--- src/rtl/osc_wait_pkg.sv ---
`timescale 1ns/1ps
package osc_wait_pkg;
    typedef enum logic [1:0] {
        ST_HOLD = 2'd0,
        ST_WAIT = 2'd1,
        ST_RUN  = 2'd2
    } ow_state_e;

    typedef enum logic [1:0] {
        SEL_NONE = 2'd0,
        SEL_PLL  = 2'd1,
        SEL_MID  = 2'd2,
        SEL_LONG = 2'd3
    } ow_sel_e;
endpackage

--- src/rtl/osc_wait_sel_reg.sv ---
`timescale 1ns/1ps
module osc_wait_sel_reg
    import osc_wait_pkg::*;
(
    input  logic       clk,
    input  logic       ext_init,
    input  logic       we,
    input  logic [1:0] wdata,
    output ow_sel_e    sel_q
);
    // Only the pin-driven initialization clears the setting.
    always_ff @(posedge clk or posedge ext_init) begin
        if (ext_init) begin
            sel_q <= SEL_NONE;
        end else if (we) begin
            sel_q <= ow_sel_e'(wdata);
        end
    end

    assert_sel_keep_R4: assert property (@(posedge clk) disable iff (ext_init)
        !we |=> $stable(sel_q));
endmodule

--- src/rtl/osc_wait_timer.sv ---
`timescale 1ns/1ps
module osc_wait_timer
    import osc_wait_pkg::*;
#(
    parameter int TC_PLL  = 1024,
    parameter int TC_MID  = 16384,
    parameter int TC_LONG = 131072
) (
    input  logic    clk,
    input  logic    arst,
    input  logic    start,
    input  logic    en,
    input  ow_sel_e sel_in,
    output logic    done
);
    localparam int CW = $clog2(TC_LONG + 1);
    localparam logic [CW-1:0] LIM_PLL  = CW'(TC_PLL - 1);
    localparam logic [CW-1:0] LIM_MID  = CW'(TC_MID - 1);
    localparam logic [CW-1:0] LIM_LONG = CW'(TC_LONG - 1);

    logic [CW-1:0] cnt_q;
    logic [CW-1:0] lim;
    ow_sel_e       lat_q;

    always_comb begin
        unique case (lat_q)
            SEL_PLL:  lim = LIM_PLL;
            SEL_MID:  lim = LIM_MID;
            SEL_LONG: lim = LIM_LONG;
            default:  lim = '0;
        endcase
    end

    assign done = (lat_q == SEL_NONE) || (cnt_q == lim);

    always_ff @(posedge clk or posedge arst) begin
        if (arst) begin
            cnt_q <= '0;
            lat_q <= SEL_NONE;
        end else if (start) begin
            cnt_q <= '0;
            lat_q <= sel_in;
        end else if (en && !done) begin
            cnt_q <= cnt_q + 1'b1;
        end
    end

    assert_cnt_limit_R2: assert property (@(posedge clk) disable iff (arst)
        en |-> (cnt_q <= lim));
    assert_none_still_R7: assert property (@(posedge clk) disable iff (arst)
        (lat_q == SEL_NONE) |-> (cnt_q == '0));
endmodule

--- src/rtl/osc_wait_fsm.sv ---
`timescale 1ns/1ps
module osc_wait_fsm
    import osc_wait_pkg::*;
(
    input  logic clk,
    input  logic arst,
    input  logic src,
    input  logic done,
    output logic start,
    output logic cnt_en,
    output logic wait_active,
    output logic ready
);
    ow_state_e state_q, state_d;
    logic      finish;

    // Next-state logic: a source always wins over completion.
    always_comb begin
        state_d = state_q;
        start   = 1'b0;
        finish  = 1'b0;
        unique case (state_q)
            ST_HOLD: begin
                state_d = ST_WAIT;
                start   = 1'b1;
            end
            ST_WAIT: begin
                if (src) begin
                    start = 1'b1;
                end else if (done) begin
                    state_d = ST_RUN;
                    finish  = 1'b1;
                end
            end
            ST_RUN: begin
                if (src) begin
                    state_d = ST_WAIT;
                    start   = 1'b1;
                end
            end
            default: state_d = ST_HOLD;
        endcase
    end

    always_ff @(posedge clk or posedge arst) begin
        if (arst) begin
            state_q <= ST_HOLD;
        end else begin
            state_q <= state_d;
        end
    end

    // Output process
    always_ff @(posedge clk or posedge arst) begin
        if (arst) begin
            ready <= 1'b0;
        end else begin
            ready <= finish;
        end
    end

    assign cnt_en      = (state_q == ST_WAIT);
    assign wait_active = (state_q != ST_RUN);

    assert_src_starts_R6: assert property (@(posedge clk) disable iff (arst)
        src |=> (wait_active && !ready));
    assert_ready_single_R3: assert property (@(posedge clk) disable iff (arst)
        ready |=> !ready);
    assert_ready_idle_R3: assert property (@(posedge clk) disable iff (arst)
        ready |-> !wait_active);
endmodule

--- src/rtl/osc_wait_ctrl.sv ---
`timescale 1ns/1ps
module osc_wait_ctrl
    import osc_wait_pkg::*;
#(
    parameter int TC_PLL  = 1024,
    parameter int TC_MID  = 16384,
    parameter int TC_LONG = 131072
) (
    input  logic       clk,
    input  logic       ext_init,
    input  logic       int_init,
    input  logic       op_rst,
    input  logic       stop_exit,
    input  logic       pll_err,
    input  logic       cfg_we,
    input  logic [1:0] cfg_sel,
    output logic       wait_active,
    output logic       ready
);
    logic    rst_any;
    logic    src;
    logic    start;
    logic    cnt_en;
    logic    done;
    ow_sel_e sel_q;

    assign rst_any = ext_init | int_init | op_rst;
    assign src     = stop_exit | pll_err;

    osc_wait_sel_reg u_sel (
        .clk      (clk),
        .ext_init (ext_init),
        .we       (cfg_we),
        .wdata    (cfg_sel),
        .sel_q    (sel_q)
    );

    osc_wait_timer #(
        .TC_PLL  (TC_PLL),
        .TC_MID  (TC_MID),
        .TC_LONG (TC_LONG)
    ) u_tmr (
        .clk    (clk),
        .arst   (rst_any),
        .start  (start),
        .en     (cnt_en),
        .sel_in (sel_q),
        .done   (done)
    );

    osc_wait_fsm u_fsm (
        .clk         (clk),
        .arst        (rst_any),
        .src         (src),
        .done        (done),
        .start       (start),
        .cnt_en      (cnt_en),
        .wait_active (wait_active),
        .ready       (ready)
    );

    assert_ext_clears_R5: assert property (@(posedge clk)
        ext_init |-> (sel_q == SEL_NONE));
endmodule

--- config.mk ---
export PLATFORM = sky130hd
export DESIGN_NAME = osc_wait_ctrl
export DESIGN_NICKNAME = d
export VERILOG_FILES = /design/src/rtl/osc_wait_pkg.sv /design/src/rtl/osc_wait_sel_reg.sv /design/src/rtl/osc_wait_timer.sv /design/src/rtl/osc_wait_fsm.sv /design/src/rtl/osc_wait_ctrl.sv
export SDC_FILE = /design/constraint.sdc
export NUM_CORES = 1
export LEC_CHECK = 0
export ABC_AREA = 0
export CAP_MARGIN = 20
export CORE_UTILIZATION = 30
export CTS_BUF_LIST = sky130_fd_sc_hd__clkbuf_4 sky130_fd_sc_hd__clkbuf_8
export CTS_CLUSTER_SIZE = 10
export DETAILED_ROUTE_END_ITERATION = 7
export DONT_BUFFER_PORTS = 1
export PLACE_DENSITY = 0.54
export SLEW_MARGIN = 20
export SYNTH_ARGS = -nofsm -noshare
export SYNTH_HDL_FRONTEND = slang
export SYNTH_SLANG_ARGS = --single-unit
--- constraint.sdc ---
create_clock -name clk -period 3.3 [get_ports clk]
set_input_delay 0.66 -clock clk [delete_from_list [all_inputs] [get_ports clk]]
set_output_delay 0.66 -clock clk [all_outputs]
set_load 0.05 [all_outputs]
; Word-level counts from Yosys, hierarchy flattened
; Index checks and enable logic that the tools add are counted.
[word_totals]
reg_bits = 25
latchBits = 0
mem_bits_rw = 0
mem_bits_ro = 0
input_bits = 9
out_inout_bits = 2
elab_cells = 39
n_memories = 0
[op_classes]
n_addsub = 1
n_mul = 0
div_mod_pow = 0
magnitude_cmp = 0
n_eq_ne = 10
shifts = 0
muxes = 12
n_bitwise = 3
n_reduce_logical = 8
[op_table]
columns = operator, count
row1 = case mux 17 bit (3 select lines), 1
row2 = 2-to-1 mux 18 bit, 2
row3 = adder 18 x 1 -> 18 bit (second input constant), 1
row4 = == test 18 x 17 -> 1 bit, 1
row5 = != test 2 bit (second input constant), 4
row6 = == test 2 bit (second input constant), 3
row7 = 2-to-1 mux 2 bit, 3
row8 = case mux 2 bit (3 select lines), 1
row9 = == test 2 x 1 -> 1 bit (second input constant), 2
row10 = logical NOT 2 bit, 2
row11 = 2-to-1 mux 1 bit, 4
row12 = OR 1 bit, 3
row13 = AND reduction 3 bit, 1
row14 = case mux 1 bit (2 select lines), 1
row15 = nonzero test 2 bit, 1
row16 = OR reduction 2 bit, 1
row17 = logical AND 1 bit, 1
row18 = logical NOT 1 bit, 1
row19 = logical OR 1 bit, 1

; Longest topological paths before layout
; Gate-level depths: netlist of run 1.
[logic_depth]
word_depth = 8
ltp_mapped = 9
ltp_nobuf = 7

; Hierarchy
; From an unflattened synthesis of run 1, not the netlist that was laid out.
[unflattened]
cells_unflattened = 165
hier_area_um2 = 1639.1
[modules_own_cells]
columns = module, instances, cells_per_inst, area_per_inst_um2, seq_area_each_um2
row1 = osc_wait_timer, 1, 136, 1321.3, 500.5
row2 = osc_wait_fsm, 1, 22, 229.0, 75.1
row3 = osc_wait_sel_reg, 1, 5, 76.3, 50.0
row4 = osc_wait_ctrl, 1, 2, 12.5, 0.0

; Least setup slack after synthesis of run 1
; No wires, ideal clock.
[synth_timing]
path_kind = reg2reg
from = register u_tmr.cnt_q[0]
to = register u_tmr.cnt_q[12]
setup_ns = 0.078
t_arrival_ns = 1.820
required_time_ns = 3.222
path_slack_ns = 1.402
stages_incl_launch_ff = 8
path_buffers = 1
synth_period_minus_slack_ns = 1.898
path_cell_list = dfrtp_1 -> and4_1 -> a21oi_1 -> nor3_2 -> a21o_1 -> buf_6 -> or4_1 -> a21oi_1
[synth_via]
elab_chain_len = 5
elab_cells_between_ends = 8
classes_between = 1 x add/sub / 1 x eq/ne / 2 x mux / 4 x reduce/logical
[synth_rtl]
columns = element, line_no
row1 = start: declaration, osc_wait_timer.sv:21  ; logic [CW-1:0] cnt_q;
row2 = start signal: assignment, osc_wait_timer.sv:44  ; cnt_q <= cnt_q + 1'b1;
row3 = branches (longest 5 deep; another with adder 18 x 1 -> 18 bit), -
; Parallel ways; which one is timed is not known. The select of a mux whose other input is x is not followed.
; A chain may end at the register's enable or synchronous reset.

; Worst setup path after layout of run 1
[layout_timing]
from = register u_tmr.lat_q[1]
to = register u_fsm.state_q[1]
[layout_via]
elab_chain_len = 6
elab_cells_between_ends = 9
classes_between = 5 x eq/ne / 1 x mux / 3 x reduce/logical
[layout_rtl]
columns = element, line_no
row1 = start: declaration, osc_wait_timer.sv:23  ; ow_sel_e lat_q;
row2 = start signal: assignment, osc_wait_timer.sv:42  ; lat_q <= sel_in;
row3 = == test 2 bit / == test 2 x 1 -> 1 bit (equally long branches), osc_wait_timer.sv:26  ; unique case (lat_q)
row4 = case mux 17 bit (3 select lines), osc_wait_timer.sv:26
row5 = == test 18 x 17 -> 1 bit, osc_wait_timer.sv:34  ; assign done = (lat_q == SEL_NONE) || (cnt_q == lim);
row6 = logical OR 1 bit (*), osc_wait_timer.sv:34
row7 = != test 2 bit (no line) (*), -
row8 = AND reduction 3 bit (no line) (*), -
row9 = end signal: assignment, osc_wait_fsm.sv:49  ; state_q <= state_d;
row10 = end: declaration, osc_wait_fsm.sv:14  ; ow_state_e state_q, state_d;
; Every way passes the cells marked *; elsewhere a longest branch is shown, timed or not.

==> results of run 1 <==
-- cell families (layout without fill, tap and decap cells) --
family	after synthesis	count (layout)	share of synthesized area, %
flops	25	25	42.4
mux	4	4	2.88
xor+xnor	3	3	1.78
fa+ha+maj	5	5	4.24
compound gates	41	41	17.9
simple gates	72	72	27.1
buf+inv	12	11	3.73
-- final cells by class --
type	count	area share, %
flip-flops and latches	25	39.3
well taps	67	5.27
clock buffers	3	2.59
multi-input cells	125	50.4
inverters	6	1.42
repair buffers	1	0.472
clock inverters	1	0.550
-- cells in the mapped netlist --
cell | number | area [sq um]
a211oi_1 | 4 | 30.0
a21o_1 | 1 | 7.51
a21oi_1 | 15 | 75.1
a22oi_2 | 1 | 12.5
a31o_2 | 1 | 8.76
a31oi_1 | 2 | 12.5
a41o_1 | 1 | 10.0
and2_1 | 1 | 6.26
and3_1 | 4 | 25.0
and4_1 | 4 | 35.0
buf_2 | 2 | 10.0
buf_6 | 1 | 11.3
clkbuf_1 | 3 | 11.3
dfrtp_1 | 25 | 626
ha_1 | 5 | 62.6
inv_1 | 6 | 22.5
mux2_2 | 2 | 22.5
mux2i_1 | 2 | 20.0
nand2_1 | 20 | 75.1
nand2b_1 | 2 | 12.5
nand3_1 | 3 | 15.0
nand4_1 | 4 | 25.0
nor2_1 | 10 | 37.5
nor2b_1 | 2 | 12.5
nor3_1 | 2 | 10.0
nor3_2 | 2 | 20.0
nor3b_1 | 2 | 15.0
nor4_1 | 2 | 12.5
nor4b_1 | 1 | 8.76
o211ai_1 | 1 | 7.51
o21ai_0 | 6 | 30.0
o21bai_1 | 1 | 7.51
o2bb2ai_1 | 2 | 17.5
o31ai_1 | 6 | 45.0
or2_1 | 1 | 6.26
or2_2 | 2 | 12.5
or3_1 | 4 | 25.0
or4_1 | 6 | 45.0
xnor2_1 | 3 | 26.3
-- report_power, final --
group          internal (mW)  switching [mW]  total [mW]
registers              0.341          0.0513       0.392
clock network         0.0887           0.110       0.199
logic                  0.123           0.303       0.427
total                  0.553           0.465        1.02
-- path summary, 6_finish.rpt --
kind,from,endpoint,slack (ps),depth (start not counted)
worst max-delay path,u_tmr.lat_q[1],u_fsm.state_q[1],1050,6
worst min-delay path,ext_init,u_sel.sel_q[1],100,1
worst max register to register,u_tmr.lat_q[1],u_fsm.state_q[1],1050,6
worst min register to register,u_sel.sel_q[1],u_tmr.lat_q[1],480,2
max in group asynchronous,int_init,u_tmr.cnt_q[4],2620,2
min in group clk,u_sel.sel_q[1],u_tmr.lat_q[1],480,2
-- cells in the final DEF, fill, tap and decap left out, types with 2 or more instances in the layout --
cell type / count
o21ai_0: 6
nor2_1: 9
nor2b_1: 2
nor3b_1: 2
clkbuf_8: 3
dfrtp_1: 25
a31oi_1: 2
o31ai_1: 6
nand2_1: 20
nand2b_1: 2
o2bb2ai_1: 2
and4_1: 4
nand3_1: 3
inv_1: 6
mux2_2: 2
xnor2_1: 3
nor4_1: 2
mux2i_1: 2
or4_1: 6
ha_1: 5
nor3_2: 3
a21oi_1: 15
a211oi_1: 4
nand4_1: 4
and3_1: 4
or3_1: 4
or2_2: 2
-- routing by layer --
layer	vias up	part of all wire, %
li1	593	-
met1	605	48
met2	22	47
met3	5	3.9
met4	0	1.4
met5	-	0
-- registers in the layout (all words and copies together), names as in the netlist --
| signal | cells |
|---|---|
| u_fsm.ready | 1 |
| u_fsm.state_q | 2 |
| u_sel.sel_q | 2 |
| u_tmr.cnt_q | 18 |
| u_tmr.lat_q | 2 |
-- per-stage QoR --
stage / total power [mW] / hold slack [ps] / instances
floorplan: 0.741 / 401 / 162
global placement: 0.796 / 404 / 224
detailed placement: 0.820 / 408 / 224
CTS: 1.02 / 96.9 / 228
global route: 1.10 / 93.5 / 228
finish: 1.02 / 99.9 / 228
==> impl_metrics.toml, run 1 <==
[finish]
fin_nets = 176
synthToLayoutAreaGrowth_pct = 7.89
multiInputGateArea_sq_um = 802
stdcell_area_sq_mm = 0.00159
antenna_cells = 0
drive_above_1_share_pct = 9.32
fin_util_pct = 33.7
final-seq-area_sq_um = 626
fill_cells = 511

[timing]
slew_violations = 0
fin_crit_sh_pct = 68.1
tightestPinTransition_ps = 746
rsz0062_at_grt = "false"
tns_ps = 0
fin_crit_ps = 2250
fmax_ghz = 0.445
finalWorstSetupSlack_ps = 1050
setup_viol = 0
clock_skew_ps = 6.65
relSlewSlack_pct = 50.2
hold_viol = 0

[critical_path]
cpMaxStageDelayCell = "a21o_1"
arrival_ps = 2450
path_cells = "nor2_1 -> a21oi_1 -> nor3_2 -> a21o_1 -> and3_1 -> o2bb2ai_1"
cp_max_fo = 22
startpoint_type = "register"
required_ps = 3500
cp_top_family = "simple AND/OR/NAND/NOR gates"
max_stage_delay_ps = 570
critical_path_buf_inv_count = 0
worstSetupPathType = "register to register"
cp-end-kind = "register"

[clocking]
cts_tree = "done"
cts.clk_slew.worst_paths_ps = 100
cts-resized-gates = 0
cts_made_buffers = 3
htree_levels = 1
root_buffer = "clkbuf_8"
cts.sinks = 25
clockBufferDepth = 2
cts_hold_buf = 0
clk_latency_ps = 280
cts_setup_buffers = 0

[logic_synthesis]
synth_seq_area_share_pct = 42.4
ys_ff_latch = 25
syn_nets = 176
synth_cell_types = 39
syn_area_sq_mm = 0.00148
avgSynthCellArea_sq_um = 9.11
yosysWarnings = 0
synth_cells = 162

[hold_path]
min_path_type = "input pin to asynchronous set/reset pin"

[grt]
gr-total-overflow = 0
grt_pass1_wl_mm = 5.51
met3_usage_pct = 2.08
grt_max_degree = 24
use_met1_pct = 17.5
grt_pass1_vias = 1199
grt_usage_pct = 13.4
top_usage_layer = "met2"
antenna_found_initial = 0
use_met2_pct = 22.4

[die]
die_area_sq_mm = 0.00520
io_pins = 11
die_x_um = 72.1
core-area_sq_mm = 0.00472
start_util_pct = 31.2
num_rows = 25
dieHeight_um = 72.1

[power_and_ir_drop]
p_leak_nw = 0.651
power_density_mw_per_mm2 = 640
vdd_drop_max_mv = 0.553

[outcome]
outcome = "finished, final reports clean"

[place]
dp_hpwl_mm = 2.23
dpl_cell_area_sq_mm = 0.00154
portBuffers = 0
place.gp.congestion = 0.782
place_ws_ps = 1060

[routing]
ant_nets = 0
wl_per_cell_um = 13.8
drtIter0Drc = 32
dr_total_vias = 1225
drc = 0
finalWirelength_mm = 3.14
firstDrtPassIters = 4
via_per_inst = 5.37

[job]
drv_cap = 0
Note: power is estimated with default switching activity, not from simulation.
==> run 2, diff against run 1 <==
- clock period: 3.3 -> 2.1 ns (I/O delays scaled with it)
==> run 2 against run 1 <==
Sequential power grew 57%. Critical path depth is the same. Design area grew 8.9%. Combinational power grew 91%. Register-to-register slack lost 970 ps. Via count grew 3.5%. Clock power grew 51%. Fmax grew 11%. Worst setup slack lost 970 ps. Largest power group unchanged.
==> impl_metrics.toml, run 2 (synthesis results as in run 1) <==
[job]
drv_cap = 0

[timing]
hold_viol = 0
relSlewSlack_pct = 68.2
setup_viol = 0
slew_violations = 0
fin_crit_sh_pct = 96.0
rsz0062_at_grt = "true"
fmax_ghz = 0.496
fin_crit_ps = 2020
tightestPinTransition_ps = 477
clock_skew_ps = 4.88

[place]
portBuffers = 0
dp_hpwl_mm = 2.41
place.gp.congestion = 0.822
place_inst = 239

[critical_path]
regToRegSetupSlack_ps = 80
cp_top_family = "simple AND/OR/NAND/NOR gates"
cp_max_fo = 19
cpMaxStageDelayCell = "or4_1"
startpoint_type = "register"
reg2regPathDepth = 6
critical_path_buf_inv_count = 0
worstSetupPathType = "register to register"
regToRegStartpoint = "u_tmr.cnt_q[3]"
r2r_end = "u_tmr.cnt_q[15]"
arrival_ps = 2220
required_ps = 2300
crit_path_frequent_cell = "a21oi_1"
max_stage_delay_ps = 510
path_cells = "and4_1 -> a21oi_1 -> nor3_2 -> a21o_4 -> or4_1 -> a21oi_1"
cp-end-kind = "register"

[routing]
wl_per_cell_um = 13.6
firstDrtPassIters = 4
drtIter0Drc = 57
drc = 0
finalWirelength_mm = 3.32
ant_nets = 0
via_per_inst = 5.20
dr_total_vias = 1268

[die]
die_area_sq_mm = 0.00520
start_util_pct = 31.2
dieHeight_um = 72.1
num_rows = 25
die_x_um = 72.1
core-area_sq_mm = 0.00472
io_pins = 11

[clocking]
root_buffer = "clkbuf_8"
cts.sinks = 25
cts_tree = "done"
clk_latency_ps = 280
cts_made_buffers = 3
htree_levels = 1
cts.clk_slew.worst_paths_ps = 90
clockBufferDepth = 2

[finish]
finalNonFillerCells = 244
drive_above_1_share_pct = 18.6
final_cell_mix = "24 x dfrtp_1, 20 x nand2_1, 16 x buf_4"
fin_nets = 192
final_common_cell = "dfrtp_1"
fin_util_pct = 36.7
antenna_cells = 0
regMostFlops = "u_tmr.cnt_q"
largest_reg_flops = 18
synthToLayoutAreaGrowth_pct = 17.5

[outcome]
outcome = "finished, final reports clean"

[grt]
gr-total-overflow = 0
grt_pass1_vias = 1290
antenna_found_initial = 0
grt_usage_pct = 13.7
grt_max_degree = 24
grt_pass1_wl_mm = 5.63

[power_and_ir_drop]
power_switching_mw = 0.756
p_clk_share_pct = 17.3
vdd_drop_max_mv = 0.783
internal_power_mw = 0.974
p_seq_share_pct = 35.6
p_leak_nw = 0.731
power_density_mw_per_mm2 = 998
p_comb_share_pct = 47.1
netSwitchingFraction_pct = 43.7

[hold_path]
min_path_type = "input pin to asynchronous set/reset pin"
run 2: routing by layer:
layer  up-vias  share of wire [%]  global-route usage (%)
met2        23                 48                    23.1
met1       615                 48                    17.1
met5         -                  0                       0
li1        624                  -                       -
met3         6                2.9                    2.36
met4         0                1.1                    6.75
run 2: timing repair:
action | 4_1_cts | 5_1_grt
hold buffers | 1 | 0
resized for setup | 1 | 4
endpoints found under the setup margin | 8 | 13
hold endpoints to repair | 2 | 0
buffers inserted | 0 | 0
run 2: power by group through the flow:
stage	clock network [mW]	registers, mW	logic [mW]
floorplan	0	0.592	0.573
CTS	0.307	0.611	0.795
global placement	0	0.616	0.760
global route	0.325	0.626	0.912
finish	0.300	0.616	0.814
detailed placement	0	0.621	0.789
run 2: worst max-delay path by stage:
stage | from | endpoint | slack (ps) | cells after the start
2_1_floorplan | u_tmr.cnt_q[0] | u_tmr.cnt_q[12] | 200 | 7
3_3_place_gp | u_tmr.cnt_q[2] | u_tmr.cnt_q[11] | -0.7 | 7
5_1_grt | u_tmr.cnt_q[2] | u_fsm.state_q[0] | -40 | 7
3_5_place_dp | u_tmr.cnt_q[2] | u_tmr.cnt_q[16] | -50 | 7
4_1_cts | u_tmr.cnt_q[2] | u_tmr.cnt_q[5] | 20 | 7
6_report | u_tmr.cnt_q[3] | u_tmr.cnt_q[15] | 80 | 6
run 2: layout make-up:
cell class / instances / area (sq um)
fill: 478 / 2990
multi-input combinational: 125 / 823
sequential: 25 / 627
timing repair buffer: 17 / 130
tap: 67 / 83.8
clock buffer: 3 / 41.3
inverter: 6 / 22.5
clock inverter: 1 / 5.00
run 2: stage by stage:
step / setup TNS (ps) / hold slack (ps) / cell area (sq um) / power [mW] / worst slack, ps
floorplan: 0 / 161 / 1480 / 1.17 / 202
global placement: -0.699 / 166 / 1660 / 1.38 / -0.699
detailed placement: -146 / 166 / 1660 / 1.41 / -49.1
CTS: 0 / 161 / 1720 / 1.71 / 17.7
global route: -90.3 / 194 / 1730 / 1.86 / -44.9
finish: 0 / 145 / 1730 / 1.73 / 84.1
